`config.mk`:
```
export PLATFORM = sky130hd
export DESIGN_NAME = swk_regbank
export DESIGN_NICKNAME = d
export VERILOG_FILES = /design/src/rtl/swk_pkg.sv /design/src/rtl/swk_filter_regs.sv /design/src/rtl/swk_ctl_regs.sv /design/src/rtl/swk_regbank.sv
export SDC_FILE = /design/constraint.sdc
export NUM_CORES = 1
export LEC_CHECK = 0
export BUFFER_PORTS_ARGS = -buffer_cell sky130_fd_sc_hd__buf_2
export CAP_MARGIN = 25
export CORE_MARGIN = 2
export CORE_UTILIZATION = 54
export DETAILED_ROUTE_END_ITERATION = 8
export PLACE_DENSITY = 0.83
export SETUP_SLACK_MARGIN = 0.1
export SLEW_MARGIN = 30
export SYNTH_ARGS = -nofsm -noshare
export SYNTH_HDL_FRONTEND = slang
export SYNTH_SLANG_ARGS = --single-unit
```
`constraint.sdc`:
```
create_clock -name clk -period 4.2 [get_ports clk]
set_clock_uncertainty 0.05 [all_clocks]
set_input_delay 0.21 -clock clk [delete_from_list [all_inputs] [get_ports clk]]
set_output_delay 0.21 -clock clk [all_outputs]
set_load 0.01 [all_outputs]
```
`src/rtl/swk_pkg.sv`:
```
package swk_pkg;
  // register addresses (the clearing range 30h..44h plus 46h depends on them)
  localparam logic [7:0] A_CTRL  = 8'h10;
  localparam logic [7:0] A_ID0   = 8'h30;
  localparam logic [7:0] A_MSK0  = 8'h34;
  localparam logic [7:0] A_DAT0  = 8'h39;
  localparam logic [7:0] A_BUS   = 8'h44;
  localparam logic [7:0] A_ECNT  = 8'h45;
  localparam logic [7:0] A_THR   = 8'h46;
  localparam logic [7:0] A_STAT  = 8'h47;
  localparam logic [7:0] A_FLG   = 8'h51;
  localparam logic [7:0] A_ERR   = 8'h53;
  localparam logic [7:0] A_FLGIE = 8'h56;
  localparam logic [7:0] A_ERRIE = 8'h58;

  localparam logic [2:0] RATE_RST = 3'b101;
  localparam logic [7:0] THR_RST  = 8'h1F;

  typedef struct packed {
    logic       fd_passive;
    logic [2:0] rate;
    logic [1:0] fd_ratio;
    logic [7:0] thresh;
  } bus_cfg_t;

  function automatic logic rate_legal(input logic [2:0] code);
    return !(code == 3'b100 || code == 3'b110);
  endfunction
endpackage

```
`src/rtl/swk_filter_regs.sv`:
```
module swk_filter_regs
  import swk_pkg::*;
#(
  parameter int ADDR_W = 8,
  parameter int N_DATA = 8
) (
  input  logic                  clk,
  input  logic                  rst,
  input  logic                  we_i,
  input  logic [ADDR_W-1:0]     addr_i,
  input  logic [7:0]            wdata_i,
  output logic [31:0]           id_o,
  output logic [39:0]           mask_o,
  output logic [8*N_DATA-1:0]   data_o,
  output logic [7:0]            rd_val_o
);
  localparam int N_ID  = 4;
  localparam int N_MSK = 5;
  localparam int DI_W  = (N_DATA > 1) ? $clog2(N_DATA) : 1;
  localparam logic [ADDR_W-1:0] ID_B = ADDR_W'(A_ID0);
  localparam logic [ADDR_W-1:0] MS_B = ADDR_W'(A_MSK0);
  localparam logic [ADDR_W-1:0] DT_B = ADDR_W'(A_DAT0);

  logic [ADDR_W-1:0] off_id, off_ms, off_dt;
  logic              hit_id, hit_ms, hit_dt;

  assign off_id = addr_i - ID_B;
  assign off_ms = addr_i - MS_B;
  assign off_dt = addr_i - DT_B;
  assign hit_id = (addr_i >= ID_B) && (off_id < ADDR_W'(N_ID));
  assign hit_ms = (addr_i >= MS_B) && (off_ms < ADDR_W'(N_MSK));
  assign hit_dt = (addr_i >= DT_B) && (off_dt < ADDR_W'(N_DATA));

  // identifier bytes: last byte has two reserved low bits
  for (genvar g = 0; g < N_ID; g++) begin : g_id
    localparam logic [7:0] KEEP = (g == N_ID - 1) ? 8'hFC : 8'hFF;
    logic [7:0] q;
    always_ff @(posedge clk) begin
      if (rst)
        q <= '0;
      else if (we_i && hit_id && off_id == ADDR_W'(g))
        q <= wdata_i & KEEP;
    end
    assign id_o[8*g +: 8] = q;
  end

  // mask bytes: first byte only keeps its two low bits
  for (genvar g = 0; g < N_MSK; g++) begin : g_msk
    localparam logic [7:0] KEEP = (g == 0) ? 8'h03 : 8'hFF;
    logic [7:0] q;
    always_ff @(posedge clk) begin
      if (rst)
        q <= '0;
      else if (we_i && hit_ms && off_ms == ADDR_W'(g))
        q <= wdata_i & KEEP;
    end
    assign mask_o[8*g +: 8] = q;
  end

  // payload bytes: one indexed array, single write port
  logic [7:0] dat_q [N_DATA];
  always_ff @(posedge clk) begin
    if (rst) begin
      for (int i = 0; i < N_DATA; i++) dat_q[i] <= '0;
    end else if (we_i && hit_dt) begin
      dat_q[off_dt[DI_W-1:0]] <= wdata_i;
    end
  end

  for (genvar g = 0; g < N_DATA; g++) begin : g_dout
    assign data_o[8*g +: 8] = dat_q[g];
  end

  always_comb begin
    rd_val_o = '0;
    if (hit_id)
      rd_val_o = id_o[{off_id[1:0], 3'b000} +: 8];
    else if (hit_ms)
      rd_val_o = mask_o[{off_ms[2:0], 3'b000} +: 8];
    else if (hit_dt)
      rd_val_o = dat_q[off_dt[DI_W-1:0]];
  end
endmodule

```
`src/rtl/swk_ctl_regs.sv`:
```
module swk_ctl_regs
  import swk_pkg::*;
#(
  parameter int ADDR_W = 8
) (
  input  logic              clk,
  input  logic              rst,
  input  logic              we_i,
  input  logic              rd_i,
  input  logic [ADDR_W-1:0] addr_i,
  input  logic [7:0]        wdata_i,
  input  logic              frm_done_i,
  input  logic              frm_sync_i,
  input  logic              frm_sync_fd_i,
  input  logic              ovf_set_i,
  input  logic [7:0]        err_cnt_i,
  output logic              wake_en_o,
  output logic              cfg_done_o,
  output logic              werr_o,
  output logic              irq_o,
  output bus_cfg_t          bus_o,
  output logic [7:0]        rd_val_o
);
  localparam logic [ADDR_W-1:0] AC    = ADDR_W'(A_CTRL);
  localparam logic [ADDR_W-1:0] AB    = ADDR_W'(A_BUS);
  localparam logic [ADDR_W-1:0] AE    = ADDR_W'(A_ECNT);
  localparam logic [ADDR_W-1:0] AT    = ADDR_W'(A_THR);
  localparam logic [ADDR_W-1:0] AS    = ADDR_W'(A_STAT);
  localparam logic [ADDR_W-1:0] AF    = ADDR_W'(A_FLG);
  localparam logic [ADDR_W-1:0] AR    = ADDR_W'(A_ERR);
  localparam logic [ADDR_W-1:0] AFI   = ADDR_W'(A_FLGIE);
  localparam logic [ADDR_W-1:0] ARI   = ADDR_W'(A_ERRIE);
  localparam logic [ADDR_W-1:0] CLR_LO = ADDR_W'(A_ID0);

  logic     wake_en_q, cfg_done_q, sync_q, sync_fd_q;
  logic     ovf_q, ovf_ie_q, werr_ie_q, irq_q;
  bus_cfg_t bus_q;
  logic     werr;
  logic     cfg_wr;

  assign werr   = (wake_en_q && !cfg_done_q) || ovf_q;
  assign cfg_wr = we_i && (((addr_i >= CLR_LO) && (addr_i <= AB)) || addr_i == AT);

  always_ff @(posedge clk) begin
    if (rst) begin
      wake_en_q  <= 1'b0;
      cfg_done_q <= 1'b0;
      bus_q      <= '{fd_passive: 1'b0, rate: RATE_RST, fd_ratio: 2'b00, thresh: THR_RST};
      sync_q     <= 1'b0;
      sync_fd_q  <= 1'b0;
      ovf_q      <= 1'b0;
      ovf_ie_q   <= 1'b1;
      werr_ie_q  <= 1'b0;
      irq_q      <= 1'b0;
    end else begin
      // enable may not rise while the error status stands
      if (we_i && addr_i == AC)
        wake_en_q <= wdata_i[7] && (wake_en_q || !werr);

      if (cfg_wr)
        cfg_done_q <= 1'b0;
      else if (we_i && addr_i == AS)
        cfg_done_q <= wdata_i[7];

      if (we_i && addr_i == AB) begin
        bus_q.fd_passive <= wdata_i[7];
        bus_q.fd_ratio   <= wdata_i[3:2];
        if (rate_legal(wdata_i[6:4]))
          bus_q.rate <= wdata_i[6:4];
      end
      if (we_i && addr_i == AT)
        bus_q.thresh <= wdata_i;

      if (frm_done_i) begin
        sync_q    <= frm_sync_i;
        sync_fd_q <= frm_sync_fd_i;
      end else if (rd_i && addr_i == AS) begin
        sync_q    <= 1'b0;
        sync_fd_q <= 1'b0;
      end

      if (ovf_set_i)
        ovf_q <= 1'b1;
      else if (we_i && addr_i == AF && wdata_i[3])
        ovf_q <= 1'b0;

      if (we_i && addr_i == AFI) ovf_ie_q  <= wdata_i[3];
      if (we_i && addr_i == ARI) werr_ie_q <= wdata_i[6];

      irq_q <= (ovf_q && ovf_ie_q) || (werr && werr_ie_q);
    end
  end

  always_comb begin
    unique case (addr_i)
      AC:      rd_val_o = {wake_en_q, 7'b0};
      AB:      rd_val_o = {bus_q.fd_passive, bus_q.rate, bus_q.fd_ratio, 2'b00};
      AE:      rd_val_o = err_cnt_i;
      AT:      rd_val_o = bus_q.thresh;
      AS:      rd_val_o = {cfg_done_q, sync_fd_q, sync_q, 5'b0};
      AF:      rd_val_o = {4'b0, ovf_q, 3'b0};
      AR:      rd_val_o = {1'b0, werr, 6'b0};
      AFI:     rd_val_o = {4'b0, ovf_ie_q, 3'b0};
      ARI:     rd_val_o = {1'b0, werr_ie_q, 6'b0};
      default: rd_val_o = 8'h00;
    endcase
  end

  assign wake_en_o  = wake_en_q;
  assign cfg_done_o = cfg_done_q;
  assign werr_o     = werr;
  assign irq_o      = irq_q;
  assign bus_o      = bus_q;
endmodule

```
`src/rtl/swk_regbank.sv`:
```
module swk_regbank
  import swk_pkg::*;
#(
  parameter int ADDR_W = 8,
  parameter int N_DATA = 8
) (
  input  logic                clk,
  input  logic                rst,
  input  logic                we_i,
  input  logic                rd_i,
  input  logic [ADDR_W-1:0]   addr_i,
  input  logic [7:0]          wdata_i,
  output logic [7:0]          rdata_o,
  input  logic                frm_done_i,
  input  logic                frm_sync_i,
  input  logic                frm_sync_fd_i,
  input  logic                ovf_set_i,
  input  logic [7:0]          err_cnt_i,
  output logic                wake_en_o,
  output logic                cfg_done_o,
  output logic                werr_o,
  output logic                irq_o,
  output logic                fd_passive_o,
  output logic [2:0]          rate_o,
  output logic [1:0]          fd_ratio_o,
  output logic [7:0]          thresh_o,
  output logic [31:0]         id_o,
  output logic [39:0]         mask_o,
  output logic [8*N_DATA-1:0] data_o
);
  logic [7:0] rv_filt, rv_ctl, rdata_q;
  bus_cfg_t   bus;

  swk_filter_regs #(.ADDR_W(ADDR_W), .N_DATA(N_DATA)) u_filt (
    .clk      (clk),
    .rst      (rst),
    .we_i     (we_i),
    .addr_i   (addr_i),
    .wdata_i  (wdata_i),
    .id_o     (id_o),
    .mask_o   (mask_o),
    .data_o   (data_o),
    .rd_val_o (rv_filt)
  );

  swk_ctl_regs #(.ADDR_W(ADDR_W)) u_ctl (
    .clk           (clk),
    .rst           (rst),
    .we_i          (we_i),
    .rd_i          (rd_i),
    .addr_i        (addr_i),
    .wdata_i       (wdata_i),
    .frm_done_i    (frm_done_i),
    .frm_sync_i    (frm_sync_i),
    .frm_sync_fd_i (frm_sync_fd_i),
    .ovf_set_i     (ovf_set_i),
    .err_cnt_i     (err_cnt_i),
    .wake_en_o     (wake_en_o),
    .cfg_done_o    (cfg_done_o),
    .werr_o        (werr_o),
    .irq_o         (irq_o),
    .bus_o         (bus),
    .rd_val_o      (rv_ctl)
  );

  // address groups are disjoint, so an OR merges them
  always_ff @(posedge clk) begin
    if (rst)
      rdata_q <= '0;
    else if (rd_i)
      rdata_q <= rv_filt | rv_ctl;
  end

  assign rdata_o      = rdata_q;
  assign fd_passive_o = bus.fd_passive;
  assign rate_o       = bus.rate;
  assign fd_ratio_o   = bus.fd_ratio;
  assign thresh_o     = bus.thresh;
endmodule

```
==> flow_metrics.tcl, run 1 <==
set metrics [dict create \
    htreeDepth 4 \
    finalHoldViolations 1 \
    max-vdd-ir-drop_uv 283 \
    synth_cell_types 68 \
    tns_ns 0 \
    cts-root-buf "clkbuf_16" \
    start_util 0.550 \
    die_w_microns 125 \
    die_area_sq_mm 0.0157 \
    final_cell_mix "buf_2 (185), dfxtp_1 (94), nor2_1 (82), mux2i_1 (82)" \
    whs_ns -0.000159 \
    use_met2 0.450 \
    drt_iter0_markers 1018 \
    grt_pass1_vias 6238 \
    clockPowerShare 0.434 \
    arrival_ns 2.85 \
    fin_cells 1056 \
    gr-usage-all-layers 0.303 \
    power.density_mw_per_mm2 375 \
    first_pass_iters 7 \
    worstSetupPathType "input pin to register" \
    dp_cells 1021 \
    timing.fmax_ghz 0.361 \
    layout-drive-gt1-share 0.311 \
    gp_congestion 0.917 \
    hold_buffers 4 \
    startpoint_type "input pin" \
    layout_commonest_cell "buf_2" \
    status "finished with violations" \
    combPwrFrac 0.095 \
    syn_area_per_cell_sq_um 11.2 \
    fin_crit_sh 0.659 \
    area_delta_synth_final_pct 18.6 \
    route.antenna.remaining_nets 0 \
    clkLatencyLatePin_ns 0.44 \
    finalPower_uw 3540 \
    gr-total-overflow 0 \
    yosys_warnings 0 \
    cts_buffers 17 \
    num_rows 44 \
    layout_min_cycle_time_ns 2.77 \
    via_per_inst 6.21 \
    cp.required_ns 4.28 \
    post-cts-setup-buffers 0 \
    antenna_cells 0 \
    hpwl_microns 16300 \
    maxCapViolCount 0 \
    final_max_slew_viol_count 0 \
    path_max_fanout 16 \
    worst_setup_path_end_kind "register" \
    ys_ff_latch 158 \
    synth-edff-count 64 \
    portBuffers 185 \
    busiest_layer "met2" \
    hp-class "input pin to register" \
    gr-usage-met3 0.0659 \
    violations "hold timing" \
    fill_cells 1123 \
    clkSinkCount 158 \
    grt_pass1_wl_microns 36400 \
    finalWorstSetupSlack_ns 1.43 \
    nNetsFinal 901 \
    grtUsageMet1 0.417 \
    yosysSeqAreaShare 0.478 \
    setup_violations 0 \
    slew_headroom 0.381 \
    synth_cells 711 \
    rsz0062_at_grt "false" \
    worstMarginPinSlew_ns 0.929 \
    vias 6563 \
    clk_pin_slew_ns 0.07 \
    core_sq_mm 0.0145 \
    dp_slack_ns 1.08 \
    drt-total-wl_microns 23900 \
    synth_ff_type "dfxtp_1" \
    clock_path_buffers 2 \
    die_h_microns 125 \
    wl_per_cell_microns 22.7 \
    internal-power_uw 2670 \
    p_seq_frac 0.471 \
    swShare 0.245 \
    drc 0 \
    switchingPower_uw 867 \
    grt_start_max_net_pins 91 \
    cts_resized 0 \
    p_leak_uw 0.00396 \
    num_io_pins 194 \
    syn_area_sq_mm 0.00796 \
    antenna_found_initial 0 \
    final_util 0.652 \
    cts_tree "built" \
    async_flop_share 0 \
]
[worst max-delay path, stage by stage]
cell and delay [ns]:
buf_2 0.11, inv_1 0.23, ha_1 0.47, nor2b_1 0.14, nor3_1 0.28, o221ai_4 0.35, nor4_2 0.70, or2_2 0.35
[through the flow]
stage / hold WS, ns / instance area [sq um]
6_report: -0.000159 / 9440
5_1_grt: 0.0262 / 9440
4_1_cts: 0.00522 / 9440
3_5_place_dp: 0.378 / 8810
3_3_place_gp: 0.378 / 8810
2_1_floorplan: 0.277 / 7980
[logic make-up after synthesis]
group | synth area share
AND/OR/NAND/NOR | 0.202
adder cells (fa/ha/maj) | 0.0142
buffers and inverters | 0.0492
AO/OA/AOI/OAI | 0.0789
flip-flops | 0.478
XOR/XNOR | 0.00315
other | 0.000471
multiplexers | 0.174
[metal layers]
metal | up-vias | wire (microns)
met1 | 3166 | 9620
met3 | 91 | 2330
met5 | - | 0
met4 | 0 | 1120
met2 | 440 | 10900
li1 | 2866 | -
[cell type report]
| type | instances | area [sq um] | area share |
|---|---|---|---|
| clock inverters | 10 | 110 | 0.0117 |
| multi-input cells | 481 | 3790 | 0.401 |
| flip-flops and latches | 158 | 3800 | 0.403 |
| repair buffers | 194 | 1000 | 0.106 |
| inverters | 8 | 30.0 | 0.00318 |
| clock buffers | 21 | 472 | 0.0500 |
| well taps | 184 | 230 | 0.0244 |
[cells in the mapped netlist (11+ instances only)]
cell / count / share of area
and2_1: 64 / 0.050
nand3_1: 18 / 0.011
nand2_1: 36 / 0.017
mux2i_1: 82 / 0.10
a22oi_1: 15 / 0.014
dfxtp_1: 94 / 0.24
buf_2: 18 / 0.011
nor2_1: 82 / 0.039
a21oi_1: 12 / 0.0075
edfxtp_1: 64 / 0.24
mux4_2: 23 / 0.065
buf_4: 11 / 0.010
clkbuf_1: 35 / 0.017
[sequential cells by signal, summed over array words and instances (netlist names)]
signal	cells
u_filt.dat_q	64
u_filt.g_msk.q	34
u_filt.g_id.q	30
u_ctl.bus_o	14
rdata_o	8
u_ctl.cfg_done_o	1
u_ctl.irq_o	1
u_ctl.ovf_ie_q	1
u_ctl.ovf_q	1
u_ctl.sync_fd_q	1
u_ctl.sync_q	1
u_ctl.wake_en_o	1
u_ctl.werr_ie_q	1
[power groups by stage]
stage	clock network, uW	logic [uW]	registers (uW)
2_1_floorplan	0	201	1700
3_3_place_gp	0	323	1700
3_5_place_dp	0	327	1700
4_1_cts	1540	332	1670
5_1_grt	1610	355	1670
6_report	1540	336	1670
[path summary, 6_finish.rpt]
kind                                         start            endpoint  slack, ns  depth (start not counted)
worst min-delay path                    frm_done_i        u_ctl.sync_q    -0.0002                          3
worst max-delay path                     addr_i[0]  u_filt.dat_q[5][7]       1.43                          8
worst max register to register  u_filt.dat_q[5][7]          rdata_o[7]       2.47                          4
worst min register to register     u_ctl.bus_o[10]     u_ctl.bus_o[10]       0.44                          2
Power figures use the tool's default switching activity.
==> run 2: changes to the inputs <==
Settings changed: CORE_UTILIZATION 54 to 49, PLACE_DENSITY 0.83 to 0.79.
Clock period 4.2 ns to 2.5 ns, I/O delays scaled along.
==> run 2 against run 1 <==
Clock power is 62% higher. Wire length down 0.60%. The run now ends clean. Final area is 3.2% higher. Global-route usage fell by 2.9 points. Largest power group unchanged. First-iteration DRC count down 21%. Via count fell by 1.4%.
==> flow_metrics.tcl, run 2 (synthesized netlist as in run 1, its figures left out) <==
set metrics [dict create \
    status "completed" \
    setup_violations 0 \
    power.density_mw_per_mm2 605 \
    ff_latch_area_sq_mm 0.00380 \
    largest_reg_flops 64 \
    drt_iter0_markers 806 \
    busiest_layer "met2" \
    crit_slowest_cell "ha_1" \
    max-vdd-ir-drop_uv 531 \
    crit_path_cell_trace "buf_2 > inv_1 > ha_1 > buf_4 > mux4_2 > mux2i_1 > or4_1 > a311oi_1" \
    start_util 0.501 \
    die_area_sq_mm 0.0173 \
    tns_ns 0 \
    layout_commonest_cell "buf_2" \
    whs_ns 0.0214 \
    nNetsFinal 927 \
    portBuffers 185 \
    maxCapViolCount 0 \
    cts-root-buf "clkbuf_16" \
    antenna_found_initial 1 \
    clkLatencyLatePin_ns 0.43 \
    reg_top3 "u_filt.dat_q (64), u_filt.g_msk.q (34), u_filt.g_id.q (30)" \
    slew_headroom 0.355 \
    fill_cells 1316 \
    worst_setup_path_end_kind "register" \
    gr-total-overflow 0 \
    cts_buffers 17 \
    final_max_slew_viol_count 0 \
    grtUsageMet1 0.393 \
    timing.fmax_ghz 0.504 \
    drt-total-wl_microns 23800 \
    layout_min_cycle_time_ns 1.98 \
    die_w_microns 131 \
    largest-register "u_filt.dat_q" \
    gr-usage-met3 0.0548 \
    rsz0062_at_grt "false" \
    clk_pin_slew_ns 0.06 \
    final_cell_mix "buf_2 (185), dfxtp_1 (94), nor2_1 (82), mux2i_1 (82)" \
    clock_path_buffers 2 \
    grt_pass1_vias 5959 \
    htreeDepth 4 \
    startpoint_type "input pin" \
    hpwl_microns 16700 \
    gr-usage-all-layers 0.273 \
    arrival_ns 2.26 \
    post-cts-setup-buffers 0 \
    via_per_inst 5.80 \
    area_delta_synth_final_pct 22.4 \
    num_rows 46 \
    cp.required_ns 2.78 \
    cts_tree "built" \
    num_io_pins 194 \
    grt_start_max_net_pins 96 \
    clkSinkCount 158 \
    p_leak_uw 0.00412 \
    vias 6472 \
    layout-drive-gt1-share 0.340 \
    die_h_microns 131 \
    use_met2 0.401 \
    gp_congestion 0.890 \
    finalHoldViolations 0 \
    fin_crit_sh 0.794 \
    worstSetupPathType "input pin to register" \
    grt_pass1_wl_microns 36000 \
    worstMarginPinSlew_ns 0.968 \
    core_sq_mm 0.0159 \
    multi_input_comb_area_sq_mm 0.00384 \
    route.antenna.remaining_nets 0 \
    wl_per_cell_microns 21.3 \
    slowest_delay_ns 0.49 \
    path_max_fanout 13 \
    hp-class "input pin to register" \
    drc 0 \
    first_pass_iters 6 \
]
[run 2: layout make-up]
class / count / area share
multi-input combinational: 481 / 0.394
sequential: 158 / 0.390
timing repair buffer: 220 / 0.125
clock buffer: 24 / 0.0537
tap: 216 / 0.0277
clock inverter: 8 / 0.00527
inverter: 8 / 0.00308
antenna: 1 / 0.000257
[run 2: per-layer routing]
metal	up-vias	wire length, microns
met1	3154	10200
met3	54	2010
met5	-	0
li1	2920	-
met2	344	10800
met4	0	826
[run 2: per-stage QoR]
| stage | util | worst slack (ns) | instance area, sq um | instances | power [uW] |
|---|---|---|---|---|---|
| floorplan | - | 0.116 | 8100 | 718 | 3230 |
| global placement | 0.573 | 0.244 | 9090 | 1076 | 3430 |
| detailed placement | 0.573 | 0.179 | 9090 | 1076 | 3430 |
| CTS | 0.613 | 0.581 | 9740 | 1115 | 5900 |
| global route | 0.613 | 0.419 | 9740 | 1116 | 6060 |
| finish | 0.613 | 0.515 | 9740 | 1116 | 5890 |
[run 2: timing repair]
| action | CTS | global route |
|---|---|---|
| hold buffers | 7 | 0 |
| setup endpoints to repair | 0 | 0 |
| hold endpoints to repair | 3 | 0 |
| resized for setup | 0 | 0 |
[run 2: path summary, 6_finish.rpt]
| kind | from | slack (ns) | end | depth (start not counted) |
|---|---|---|---|---|
| max | addr_i[1] | 0.52 | rdata_o[2] | 8 |
| min | err_cnt_i[1] | 0.02 | rdata_o[1] | 4 |
| max reg2reg | u_filt.g_id[3].q[3] | 0.76 | rdata_o[3] | 4 |
| min reg2reg | u_ctl.bus_o[5] | 0.43 | u_ctl.bus_o[5] | 2 |
[run 2: power by group]
| group | switching [uW] | total, uW | internal (uW) |
|---|---|---|---|
| sequential | 50.1 | 2800 | 2750 |
| combinational | 379 | 601 | 222 |
| clock | 1040 | 2490 | 1460 |
[run 2: critical path: cells and delay by family]
family,cells,cell delay (ns)
and+or+nand+nor,1,0.41
buffers and inverters,3,0.58
adders and majority gates,1,0.49
muxes,2,0.38
AOI/OAI and AO/OA,1,0.26
